[config.mk]
export PLATFORM = sky130hd
export DESIGN_NAME = matmul_stream
export DESIGN_NICKNAME = d
export VERILOG_FILES = /design/src/rtl/matmul_pkg.sv /design/src/rtl/matmul_regbank.sv /design/src/rtl/matmul_seq.sv /design/src/rtl/matmul_mac.sv /design/src/rtl/matmul_stream.sv
export SDC_FILE = /design/constraint.sdc
export NUM_CORES = 1
export LEC_CHECK = 0
export ABC_AREA = 1
export BUFFER_PORTS_ARGS = -buffer_cell sky130_fd_sc_hd__buf_2
export CAP_MARGIN = 25
export CORE_UTILIZATION = 63
export DETAILED_ROUTE_END_ITERATION = 12
export PLACE_DENSITY = 0.81
export SLEW_MARGIN = 20
export SYNTH_ARGS = -nofsm -noshare
export SYNTH_HDL_FRONTEND = slang
export SYNTH_SLANG_ARGS = --single-unit
[constraint.sdc]
create_clock -name clk -period 7.1 [get_ports clk]
set_input_delay 0.71 -clock clk [delete_from_list [all_inputs] [get_ports clk]]
set_output_delay 0.71 -clock clk [all_outputs]
set_load 0.1 [all_outputs]
[src/rtl/matmul_pkg.sv]
// Shared helpers for the streaming matrix multiplier.
// Assumes all dimension arguments are at least 1.
package matmul_pkg;

    // Width of an index that counts 0..n-1 (at least one bit).
    function automatic int idx_w(input int n);
        return (n > 1) ? $clog2(n) : 1;
    endfunction

    // Accumulator width that holds n products of two dw-bit signed values.
    function automatic int acc_w(input int dw, input int n);
        return 2 * dw + ((n > 1) ? $clog2(n) : 0) + 1;
    endfunction

endpackage

[src/rtl/matmul_regbank.sv]
// Enable-gated register bank holding one matrix of NROW x LEN signed elements.
// Writes land at an internal position that advances row-major and wraps after
// the last element; 'full' latches once a complete matrix has been written.
// Reads are combinational by (row, element) index. Assumes the caller gates 'we'.
module matmul_regbank
    import matmul_pkg::*;
#(
    parameter int W    = 8,
    parameter int NROW = 3,
    parameter int LEN  = 2
) (
    input  logic                    clk,
    input  logic                    rst_n,
    input  logic                    we,
    input  logic [W-1:0]            din,
    input  logic [idx_w(NROW)-1:0]  rd_row,
    input  logic [idx_w(LEN)-1:0]   rd_elem,
    output logic [W-1:0]            dout,
    output logic                    full
);
    localparam int DEPTH = NROW * LEN;
    localparam int DAW   = idx_w(DEPTH);
    localparam logic [DAW-1:0] LAST_POS = DAW'(DEPTH - 1);

    logic [DAW-1:0] wpos;
    logic [W-1:0]   cells [DEPTH];
    logic [DAW-1:0] raddr;

    // Advance the write position and latch the loaded flag.
    always_ff @(posedge clk) begin
        if (!rst_n) begin
            wpos <= '0;
            full <= 1'b0;
        end else if (we) begin
            if (wpos == LAST_POS) begin
                wpos <= '0;
                full <= 1'b1;
            end else begin
                wpos <= wpos + 1'b1;
            end
        end
    end

    // One register per element, updated only when selected and enabled.
    for (genvar e = 0; e < DEPTH; e++) begin : g_cell
        logic [W-1:0] cell_q;
        always_ff @(posedge clk) begin
            if (!rst_n)
                cell_q <= '0;
            else if (we && (wpos == DAW'(e)))
                cell_q <= din;
        end
        assign cells[e] = cell_q;
    end

    // Row-major read address and output mux.
    always_comb begin
        raddr = DAW'(rd_row) * DAW'(LEN) + DAW'(rd_elem);
        dout  = cells[raddr];
    end

endmodule

[src/rtl/matmul_seq.sv]
// Run sequencer: on 'go' walks (i, j, k) with k innermost, one step per cycle,
// then drops 'busy'. Flags mark the last element of a dot product and the
// last pair of the whole run. Assumes 'go' is only raised while idle.
module matmul_seq
    import matmul_pkg::*;
#(
    parameter int ROWS = 3,
    parameter int COLS = 3,
    parameter int N    = 2
) (
    input  logic                    clk,
    input  logic                    rst_n,
    input  logic                    go,
    output logic                    busy,
    output logic [idx_w(ROWS)-1:0]  row_i,
    output logic [idx_w(COLS)-1:0]  col_j,
    output logic [idx_w(N)-1:0]     elem_k,
    output logic                    last_k,
    output logic                    last_pair
);
    localparam int RW = idx_w(ROWS);
    localparam int CW = idx_w(COLS);
    localparam int KW = idx_w(N);
    localparam logic [RW-1:0] I_END = RW'(ROWS - 1);
    localparam logic [CW-1:0] J_END = CW'(COLS - 1);
    localparam logic [KW-1:0] K_END = KW'(N - 1);

    logic last_j, last_i;

    // End-of-range flags for each counter.
    always_comb begin
        last_k    = (elem_k == K_END);
        last_j    = (col_j == J_END);
        last_i    = (row_i == I_END);
        last_pair = last_k && last_j && last_i;
    end

    // Nested index counters with a run flag.
    always_ff @(posedge clk) begin
        if (!rst_n) begin
            busy   <= 1'b0;
            row_i  <= '0;
            col_j  <= '0;
            elem_k <= '0;
        end else if (!busy) begin
            busy   <= go;
            row_i  <= '0;
            col_j  <= '0;
            elem_k <= '0;
        end else if (!last_k) begin
            elem_k <= elem_k + 1'b1;
        end else begin
            elem_k <= '0;
            if (!last_j) begin
                col_j <= col_j + 1'b1;
            end else begin
                col_j <= '0;
                if (last_i) begin
                    busy  <= 1'b0;
                    row_i <= '0;
                end else begin
                    row_i <= row_i + 1'b1;
                end
            end
        end
    end

endmodule

[src/rtl/matmul_mac.sv]
// Signed multiply-accumulate: while 'en', adds a*b to a running sum; on
// 'last' it emits the finished sum with a one-cycle strobe and clears.
// Assumes AW > 2*DW so the sign-extended product fits.
module matmul_mac #(
    parameter int DW = 8,
    parameter int AW = 18
) (
    input  logic          clk,
    input  logic          rst_n,
    input  logic          en,
    input  logic          last,
    input  logic [DW-1:0] op_a,
    input  logic [DW-1:0] op_b,
    output logic          out_valid,
    output logic [AW-1:0] out_sum
);
    logic signed [2*DW-1:0] prod;
    logic signed [AW-1:0]   prod_ext;
    logic signed [AW-1:0]   acc_q;
    logic signed [AW-1:0]   sum;

    // Signed product, sign-extended and added to the running sum.
    always_comb begin
        prod     = $signed(op_a) * $signed(op_b);
        prod_ext = {{(AW - 2*DW){prod[2*DW-1]}}, prod};
        sum      = acc_q + prod_ext;
    end

    // Accumulate, or emit and clear at the end of a dot product.
    always_ff @(posedge clk) begin
        if (!rst_n) begin
            acc_q     <= '0;
            out_sum   <= '0;
            out_valid <= 1'b0;
        end else begin
            out_valid <= en && last;
            if (en) begin
                if (last) begin
                    acc_q   <= '0;
                    out_sum <= sum;
                end else begin
                    acc_q <= sum;
                end
            end
        end
    end

endmodule

[src/rtl/matmul_stream.sv]
// Streaming matrix multiplier top. Loads A (ROWS x N) and the transposed
// second operand (COLS x N) into register banks, then on 'start' streams
// row pairs through one MAC, emitting each C element with its indices.
// Assumes start is a single-cycle pulse; loads and starts during a run are dropped.
module matmul_stream
    import matmul_pkg::*;
#(
    parameter int ROWS = 3,
    parameter int COLS = 3,
    parameter int N    = 2,
    parameter int DW   = 8
) (
    input  logic                       clk,
    input  logic                       rst_n,
    input  logic                       a_we,
    input  logic [DW-1:0]              a_data,
    input  logic                       b_we,
    input  logic [DW-1:0]              b_data,
    input  logic                       start,
    output logic                       res_valid,
    output logic [acc_w(DW, N)-1:0]    res_data,
    output logic [idx_w(ROWS)-1:0]     res_row,
    output logic [idx_w(COLS)-1:0]     res_col,
    output logic                       done
);
    localparam int AW = acc_w(DW, N);
    localparam int RW = idx_w(ROWS);
    localparam int CW = idx_w(COLS);
    localparam int KW = idx_w(N);

    logic          busy, ready, go;
    logic          a_full, b_full;
    logic          a_we_g, b_we_g;
    logic [RW-1:0] cur_i;
    logic [CW-1:0] cur_j;
    logic [KW-1:0] cur_k;
    logic          last_k, last_pair;
    logic [DW-1:0] a_elem, b_elem;
    logic          tail_q;

    // Gate writes and start against the run state and the loaded flags.
    always_comb begin
        a_we_g = a_we && !busy;
        b_we_g = b_we && !busy;
        ready  = a_full && b_full;
        go     = start && ready && !busy;
    end

    matmul_regbank #(.W(DW), .NROW(ROWS), .LEN(N)) a_bank_i (
        .clk(clk), .rst_n(rst_n), .we(a_we_g), .din(a_data),
        .rd_row(cur_i), .rd_elem(cur_k), .dout(a_elem), .full(a_full)
    );

    matmul_regbank #(.W(DW), .NROW(COLS), .LEN(N)) b_bank_i (
        .clk(clk), .rst_n(rst_n), .we(b_we_g), .din(b_data),
        .rd_row(cur_j), .rd_elem(cur_k), .dout(b_elem), .full(b_full)
    );

    matmul_seq #(.ROWS(ROWS), .COLS(COLS), .N(N)) seq_i (
        .clk(clk), .rst_n(rst_n), .go(go), .busy(busy),
        .row_i(cur_i), .col_j(cur_j), .elem_k(cur_k),
        .last_k(last_k), .last_pair(last_pair)
    );

    matmul_mac #(.DW(DW), .AW(AW)) mac_i (
        .clk(clk), .rst_n(rst_n), .en(busy), .last(last_k),
        .op_a(a_elem), .op_b(b_elem),
        .out_valid(res_valid), .out_sum(res_data)
    );

    // Capture result indices with the sum; flag and delay the run end.
    always_ff @(posedge clk) begin
        if (!rst_n) begin
            res_row <= '0;
            res_col <= '0;
            tail_q  <= 1'b0;
            done    <= 1'b0;
        end else begin
            if (busy && last_k) begin
                res_row <= cur_i;
                res_col <= cur_j;
            end
            tail_q <= busy && last_pair;
            done   <= tail_q;
        end
    end

endmodule

[After elaboration in Yosys (flattened, before gate mapping)]
Index checks and enable logic that the tools add are counted.
Operators by class
  add/sub/neg operators: 8
  multipliers: 1
  $lt $le $gt $ge: 2
  equality and inequality tests: 12
  multiplexer cells: 15
  bitwise logic cells: 4
  reductions and logical operators: 30
Operator list (count)
  binary-select mux 8 bit (select 3 bit): 2
  two-way mux 8 bit: 4
  logical AND 1 bit: 21
  adder 18 x 16 -> 18 bit: 1
  two-way mux 18 bit: 1
  multiplier 8 x 8 -> 16 bit: 1
  == test 3 x 2 -> 1 bit (second input constant): 4
  == test 3 bit (second input constant): 4
  AND reduction 2 bit: 5
  greater-or-equal comparator 4 bit (second input constant): 2
  NOT 3 -> 4 bit: 2
  adder 3 x 1 -> 3 bit: 2
  adder 3 x 1 -> 3 bit (second input constant): 2
  == test 3 x 1 -> 1 bit (second input constant): 2
  logical NOT 3 bit: 2
  two-way mux 3 bit: 2
  adder 2 x 1 -> 2 bit (second input constant): 2
  == test 2 bit (second input constant): 2
  two-way mux 1 bit: 4
  two-way mux 2 bit: 2
  OR reduction 3 bit: 1
  NOT 1 bit: 2
  adder 1 bit (second input constant): 1
  logical NOT 1 bit: 1
Word-level totals
  flip-flop bits (word level): 153
  bits of input ports: 21
  output and inout port bits: 24
  word-level logic and storage cells: 99

[Logic depth before layout (Yosys ltp)]
Gate-level depths: netlist (run 1).
  depth in word-level cells: 8
  gate-level depth with buffers: 28
  mapped depth without buffers: 28

[Cells and area by module]
From an unflattened synthesis (run 1), not the netlist that was laid out.
Second synthesis, totals
  cells, all modules: 1465
  area, all modules: 10363.7 µm²
By module, submodules not included
  matmul_regbank: instances 2, cells each 382, area an instance 2503.7 µm², seq. area each 1041.0 µm²
  matmul_mac: instances 1, cells each 628, area an instance 4857.2 µm², seq. area each 740.7 µm²
  matmul_seq: instances 1, cells each 37, area an instance 260.2 µm², seq. area each 120.1 µm²
  matmul_stream: instances 1, cells each 36, area an instance 239.0 µm², seq. area each 120.1 µm²

[Least setup slack after synthesis (run 1)]
OpenSTA, ideal clock, no wires.
  kind: reg-to-reg
  start point: reg seq_i.elem_k
  end point: reg mac_i.out_sum[11]
  library setup time: 0.108 ns
  arrival: 4.891 ns
  required time: 6.992 ns
  slack: 2.101 ns
  stages on the path, launching flop included: 21
  path buffers: 2
  period minus slack after synthesis: 4.999 ns
  cells stage by stage: dfxtp_1 > buf_6 > inv_4 > buf_2 > o21ai_1 > o311ai_2 > or2_1 > fa_1 > fa_1 > inv_1 > fa_1 > fa_1 > fa_1 > ha_1 > nand2_1 > nor2_1 > a21oi_1 > or2_2 > nand2_1 > a21o_1 > inv_1
On the way
  cells in the longest elaborated chain, start to end: 7
  elaborated cells between the ends (all ways): 13
  classes of those cells: 3 x add/sub; 1 x mul; 6 x mux; 2 x bitwise; 1 x reduce/logical
RTL lines
  start, declared: RTL line matmul_seq.sv:17  | output logic [idx_w(N)-1:0] elem_k,
  start signal, assigned: RTL line matmul_seq.sv:51  | elem_k <= elem_k + 1'b1;
  adder 3 x 1 -> 3 bit: RTL line matmul_regbank.sv:58  | raddr = DAW'(rd_row) * DAW'(LEN) + DAW'(rd_elem);
  NOT 3 -> 4 bit (implied by the code): RTL line matmul_regbank.sv:59  | dout = cells[raddr];
  binary-select mux 8 bit (select 3 bit): RTL line matmul_regbank.sv:59
  two-way mux 8 bit (implied by the code) (2 in series): RTL line matmul_regbank.sv:59
  multiplier 8 x 8 -> 16 bit: RTL line matmul_mac.sv:24  | prod = $signed(op_a) * $signed(op_b);
  adder 18 x 16 -> 18 bit: RTL line matmul_mac.sv:26  | sum = acc_q + prod_ext;
  end signal, assigned: RTL line matmul_mac.sv:40  | out_sum <= sum;
  end, declared: RTL line matmul_mac.sv:15  | output logic [AW-1:0] out_sum
Several ways; a longest one is shown, not always the timed one. The select of a mux whose other input is x is not followed.
A chain may end at the register's enable or synchronous reset.

[Worst setup path after layout (run 1)]
  start point: reg seq_i.elem_k
  end point: reg mac_i.out_sum[12]
Same word-level chain as after synthesis.

==> flow_summary.yaml, run 1 <==
yosys:
  ys_types: 41
  synthTopCellsByArea: "dfxtp_1 (31%), fa_1 (16%), nor2_1 (9.8%), o21ai_0 (8.2%), inv_1 (7.8%)"
  yosysSeqAreaShare: 0.312
  synth_area_leader_cell: "dfxtp_1"
  netlist_area_um2: 9820
  yosys_register_bits: 153
  synth_nets: 1427
  synth-edff-count: 0
  yosysWarnings: 0
  synth_top_area_frac: 0.312
  yosys_most_used_dff: "dfxtp_1"
  netlist_instances: 1282
  async_reset_ff_frac: 0
  syn_avg_cell_area_um2: 7.66
clock_network:
  cts_resized: 0
  cts_buffers: 17
  htree_levels: 4
  clk_path_buf_depth: 2
  cts_hold_buf: 0
  post-cts-setup-buffers: 0
  root_buffer: "clkbuf_16"
  cts_sinks: 153
  clk_latency_ns: 0.44
  cts_tree: "built"
  path_clk_slew_ns: 0.07
drt:
  antenna_left: 0
  dr_wl_met3_um: 1940
  drtPass1Iterations: 6
  routed_wl_um: 24600
  num_vias: 8544
  drt_iter0_markers: 781
  drc: 0
  top_layer: "met4"
  vias_per_cell: 5.64
  wl_met2_um: 11800
  wl_per_cell_um: 16.3
  wl_met1_um: 10200
setup_path:
  r2r_cells: 22
  path_max_fanout: 49
  crit_path_end: "mac_i.out_sum[12]"
  end_kind: "flip-flop"
  worstPathArrival_ns: 6.71
  crit-reg2reg-capture: "mac_i.out_sum[12]"
  worst-setup-path-type: "reg2reg"
  required_ns: 7.48
  critPathLaunchType: "flip-flop"
  rrSetupSlack_ns: 0.77
  startpoint: "seq_i.elem_k"
  r2r-start: "seq_i.elem_k"
min_path:
  min_path_type: "reg2reg"
sta:
  fmax_mhz: 158
  hold_viol: 0
  tns_ns: 0
  tightestPinTransition_ns: 0.910
  setup_violations: 0
  slew_viol_final: 0
  rsz0062_at_grt: "false"
  min_period_ns: 6.33
  skew_ns: 0.0138
  slew_headroom: 0.390
  fin_crit_sh: 0.892
grt:
  grt_pass1_vias: 8256
  grt_antenna_before_repair: 0
  grt_pass1_wl_um: 40700
  grt_overflow: 0
  grt_start_max_net_pins: 75
  grt_usage: 0.328
die:
  start_util: 0.646
  dieArea_um2: 16100
  die_w_um: 127
  boundaryPins: 45
  core_um2: 15200
  rows: 45
  die_h_um: 127
run:
  max-cap-violations: 0
cells_and_area:
  drive_gt1_frac: 0.102
  final_util: 0.708
  final_common_cell: "nor2_1"
  area_growth_pct: 9.58
  stdcell_area_um2: 10800
  insertedDiodeCount: 0
  final_cell_mix: "nor2_1 (255), inv_1 (205), nand2_1 (163)"
  fin_nets: 1460
placement:
  post-dp-hpwl_um: 17400
  place_area_um2: 10100
  gp_congestion: 0.901
  port-buffer-count: 44
outcome:
  status: "complete, no violations"
power:
  power_density_nw_per_um2: 219
  leakagePower_uw: 0.00549
  ir_drop_v: 0.000183
[how the worst min path moves through the flow]
stage	start	to	slack (ns)	cells after the start
2_1_floorplan	tail_q	done	0.39	2
3_3_place_gp	tail_q	done	0.40	2
3_5_place_dp	tail_q	done	0.40	2
4_1_cts	tail_q	done	0.42	2
5_1_grt	tail_q	done	0.44	2
6_report	tail_q	done	0.42	2
[sequential cells by signal (all words and copies together) (netlist names), 2 cells and up]
register                count
mac_i.out_sum              18
a_bank_i.g_cell.cell_q     48
a_bank_i.wpos               3
seq_i.row_i                 2
b_bank_i.g_cell.cell_q     48
res_row                     2
b_bank_i.wpos               3
seq_i.col_j                 2
mac_i.acc_q                18
res_col                     2
[power by group]
group	internal, uW	leakage (uW)	switching (uW)
clock network	540	0.000303	430
registers	887	0.00124	16.1
logic	167	0.00395	312
total	1590	0.00549	758
[worst max-delay path, cell delays in order, from the launching register on]
cell and delay [ns]:
dfxtp_2 0.91, inv_4 0.35, o21ai_0 0.39, o221ai_2 0.31
nand2_1 0.14, inv_1 0.07, fa_1 0.53, inv_1 0.05
fa_1 0.49, inv_1 0.06, fa_1 0.52, fa_1 0.55
fa_1 0.50, ha_1 0.36, a21oi_1 0.19, nand2_1 0.16
nand3_1 0.16, nand2_1 0.07, nor2_1 0.12, o21ai_0 0.10
nand2_1 0.10, nand2_1 0.06, inv_1 0.09
[Yosys cell counts (3+ instances only)]
| master | instances |
|---|---|
| o21ai_0 | 160 |
| dfxtp_1 | 153 |
| ha_1 | 44 |
| xnor2_1 | 3 |
| inv_2 | 14 |
| a21oi_1 | 58 |
| fa_1 | 80 |
| or2_1 | 3 |
| o21ai_1 | 15 |
| o221ai_2 | 13 |
| a21o_1 | 3 |
| clkbuf_1 | 16 |
| o22ai_1 | 3 |
| nand4_1 | 5 |
| nand3_1 | 25 |
| inv_1 | 205 |
| nor2_1 | 255 |
| buf_6 | 3 |
| o211ai_1 | 3 |
| nor3_1 | 3 |
| nor2_2 | 6 |
| nand2_1 | 163 |
| nor3_4 | 4 |
| buf_2 | 15 |
| nor2_4 | 6 |
[metal layers]
metal	up-vias	global-route usage
li1	4094	-
met1	3982	0.427
met2	392	0.541
met3	76	0.0641
met4	0	0.123
met5	-	0
[per-stage QoR]
stage	worst slack, ns	std cells	hold slack [ns]	power [uW]
final	0.770	1516	0.417	2350
after global routing	0.461	1516	0.443	2460
after CTS	0.923	1516	0.422	2340
after detailed placement	0.950	1484	0.403	1390
after global placement	1.08	1484	0.404	1370
after floorplan	2.10	1282	0.390	1270
[final cells by class]
type,count,area [um2]
well taps,188,235
clock inverters,15,198
inverters,223,842
repair buffers,48,250
clock buffers,17,425
fillers,1221,4440
flip-flops and latches,153,3060
multi-input cells,872,5740
[kinds of logic (layout without fill, tap and decap cells)]
| group | Yosys count | after routing | synth area share |
|---|---|---|---|
| and+or+nand+nor | 478 | 478 | 0.204 |
| DFF | 153 | 153 | 0.312 |
| buffers and inverters | 257 | 303 | 0.103 |
| adders and majority gates | 124 | 124 | 0.219 |
| xor gates and xnor gates | 5 | 5 | 0.00446 |
| AOI/OAI and AO/OA | 265 | 265 | 0.157 |
Note: power is estimated with default switching activity, not from simulation.
==> run 2: changes to the inputs <==
--- a/config.mk
+++ b/config.mk
@@ -8,10 +8,12 @@
 export ABC_AREA = 1
 export BUFFER_PORTS_ARGS = -buffer_cell sky130_fd_sc_hd__buf_2
 export CAP_MARGIN = 25
+export CORE_ASPECT_RATIO = 0.9
 export CORE_UTILIZATION = 63
 export DETAILED_ROUTE_END_ITERATION = 12
 export PLACE_DENSITY = 0.81
 export SLEW_MARGIN = 20
 export SYNTH_ARGS = -nofsm -noshare
 export SYNTH_HDL_FRONTEND = slang
+export SYNTH_HIERARCHICAL = 1
 export SYNTH_SLANG_ARGS = --single-unit
==> flow_summary.yaml, run 2 <==
outcome:
  status: "complete, no violations"
cells_and_area:
  drive_gt1_frac: 0.0953
  area_growth_pct: 8.66
  final_cell_mix: "nand2_1 (333), inv_1 (260), nor2_1 (226)"
  stdcell_area_um2: 11300
  insertedDiodeCount: 0
  final_common_cell: "nand2_1"
  reg_top3: "a_bank_i/g_cell.cell_q (48), b_bank_i/g_cell.cell_q (48)"
  fin_nets: 1622
  nFillCells: 1354
clock_network:
  cts_buffers: 17
  cts_resized: 0
  htree_levels: 4
  path_clk_slew_ns: 0.06
  post-cts-setup-buffers: 0
  clk_latency_ns: 0.43
  cts_sinks: 153
  root_buffer: "clkbuf_16"
  cts_hold_buf: 0
  clk_path_buf_depth: 2
  cts_tree: "built"
power:
  leakagePower_uw: 0.00594
  power_density_nw_per_um2: 209
  ir_drop_v: 0.000247
sta:
  skew_ns: 0.0118
  slew_viol_final: 0
  fin_crit_sh: 0.870
  hold_viol: 0
  tightestPinTransition_ns: 0.764
  setup_violations: 0
  min_period_ns: 6.18
  tns_ns: 0
  whs_ns: 0.439
  slew_headroom: 0.490
  fmax_mhz: 162
  rsz0062_at_grt: "false"
  worst_slack_ns: 0.920
die:
  boundaryPins: 45
  rows: 44
  die_w_um: 137
  dieArea_um2: 17000
  die_h_um: 124
  start_util: 0.642
  core_um2: 16100
run:
  max-cap-violations: 0
yosys:
  synthSimpleGateAreaFrac: 0.276
  synth.most_common_cell: "nand2_1"
  ys_types: 39
  synth_fa_ha_area_frac: 0.208
  synth_compound_area_frac: 0.0910
  synth-xor-area-share: 0.00592
  synth-edff-count: 0
  synth_nets: 1610
  synth.top_cells.by_count: "nand2_1 (333), inv_1 (260), nor2_1 (226), dfxtp_1 (153), o21ai_0 (88)"
  yosys_most_used_dff: "dfxtp_1"
  synth_top_area_frac: 0.296
  yosys_register_bits: 153
  yosysSeqAreaShare: 0.296
  synth_area_leader_cell: "dfxtp_1"
  syn_avg_cell_area_um2: 7.07
  synth_top_family_by_area: "simple AND/OR/NAND/NOR gates"
  netlist_area_um2: 10400
  netlist_instances: 1465
  synthTopCellsByArea: "dfxtp_1 (30%), fa_1 (15%), nand2_1 (12%), inv_1 (9.4%), nor2_1 (8.2%)"
  async_reset_ff_frac: 0
  synthMuxAreaShare: 0
  yosysWarnings: 6
drt:
  num_vias: 9002
  wl_per_cell_um: 14.2
  drc: 0
  drt_iter0_markers: 679
  routed_wl_um: 24100
  drtPass1Iterations: 5
  antenna_left: 0
  vias_per_cell: 5.30
setup_path:
  worst-setup-path-type: "reg2reg"
  startpoint: "seq_i/elem_k"
  critPathLaunchType: "flip-flop"
  end_kind: "flip-flop"
  r2r-start: "seq_i/elem_k"
  worstPathArrival_ns: 6.50
  required_ns: 7.42
  path_max_fanout: 27
grt:
  grt_overflow: 0
  grt_pass1_vias: 8565
  grt_start_max_net_pins: 70
  grt_pass1_wl_um: 40000
  grt_usage: 0.306
  grt_antenna_before_repair: 0
placement:
  port-buffer-count: 44
  post-dp-hpwl_um: 17300
  place_area_um2: 10600
  gp_congestion: 0.913
  pre_cts_slack_ns: 0.991
min_path:
  hold_start: "tail_q"
  min_path_type: "reg2reg"
## run 2: cell count changes in the layout (fill, tap and decap cells not counted), moves of 14 or more
cell      before  now
or2_2          1   17
nand4_1        5   19
nand3_1       25   51
nand2_1      163  333
inv_1        205  260
nor2_1       255  226
o211ai_1       3   19
o21ai_0      160   88
## run 2: final cells by class
| class | count | area, um2 | share of cell area |
|---|---|---|---|
| clock inverter | 11 | 155 | 0.0138 |
| timing repair buffer | 46 | 238 | 0.0211 |
| multi-input combinational | 982 | 6010 | 0.534 |
| tap | 207 | 259 | 0.0230 |
| inverter | 277 | 1050 | 0.0934 |
| clock buffer | 21 | 480 | 0.0427 |
| sequential | 153 | 3060 | 0.272 |
## run 2: power breakdown
part	leakage [uW]	total [uW]	switching, uW	internal [uW]
Combinational	0.00438	472	307	165
Sequential	0.00124	905	18.8	887
Clock	0.000311	980	383	596
Total	0.00594	2360	709	1650
## run 2: path summary, 6_finish.rpt
check | slack [ns] | cells past startpoint | to
max | 0.92 | 25 | mac_i/out_sum[11]
max reg2reg | 0.92 | 25 | mac_i/out_sum[11]
min | 0.44 | 2 | done
min reg2reg | 0.44 | 2 | done
## run 2: critical path: stages (launching register included)
cell and delay [ns]:
dfxtp_2 0.63, inv_1 0.44, nand2_1 0.20, nand3_1 0.08, nand2_1 0.07, nand2_1 0.04
nand2_1 0.06, clkinv_1 0.24, or2_2 0.38, fa_1 0.51, fa_1 0.55, inv_1 0.06
fa_1 0.51, fa_1 0.59, fa_1 0.43, ha_1 0.39, nand2_2 0.13, inv_1 0.04
nand2_1 0.09, nand3_2 0.13, nand2_1 0.11, nand3_1 0.09, nand2_1 0.07, nand2_1 0.04
o211ai_1 0.12, inv_2 0.04
## run 2: logic make-up (layout without fill, tap and decap cells)
kind of cell	Yosys count	count (layout)
compound gates	170	170
xor+xnor	7	7
fa+ha+maj	124	124
buf+inv	330	355
flops	153	153
simple gates	681	681
## run 2: metrics by stage
step | power [uW] | utilization | cells
floorplan | 1280 | - | 1465
global placement | 1370 | 0.659 | 1665
detailed placement | 1390 | 0.659 | 1665
CTS | 2370 | 0.698 | 1697
global route | 2480 | 0.698 | 1697
finish | 2360 | 0.698 | 1697
## run 2: per-layer routing
layer	routed length [um]	up-vias	track usage
met2	11200	300	0.489
met3	1440	61	0.0529
met1	10900	4182	0.407
met4	650	0	0.143
met5	0	-	0
li1	-	4459	-
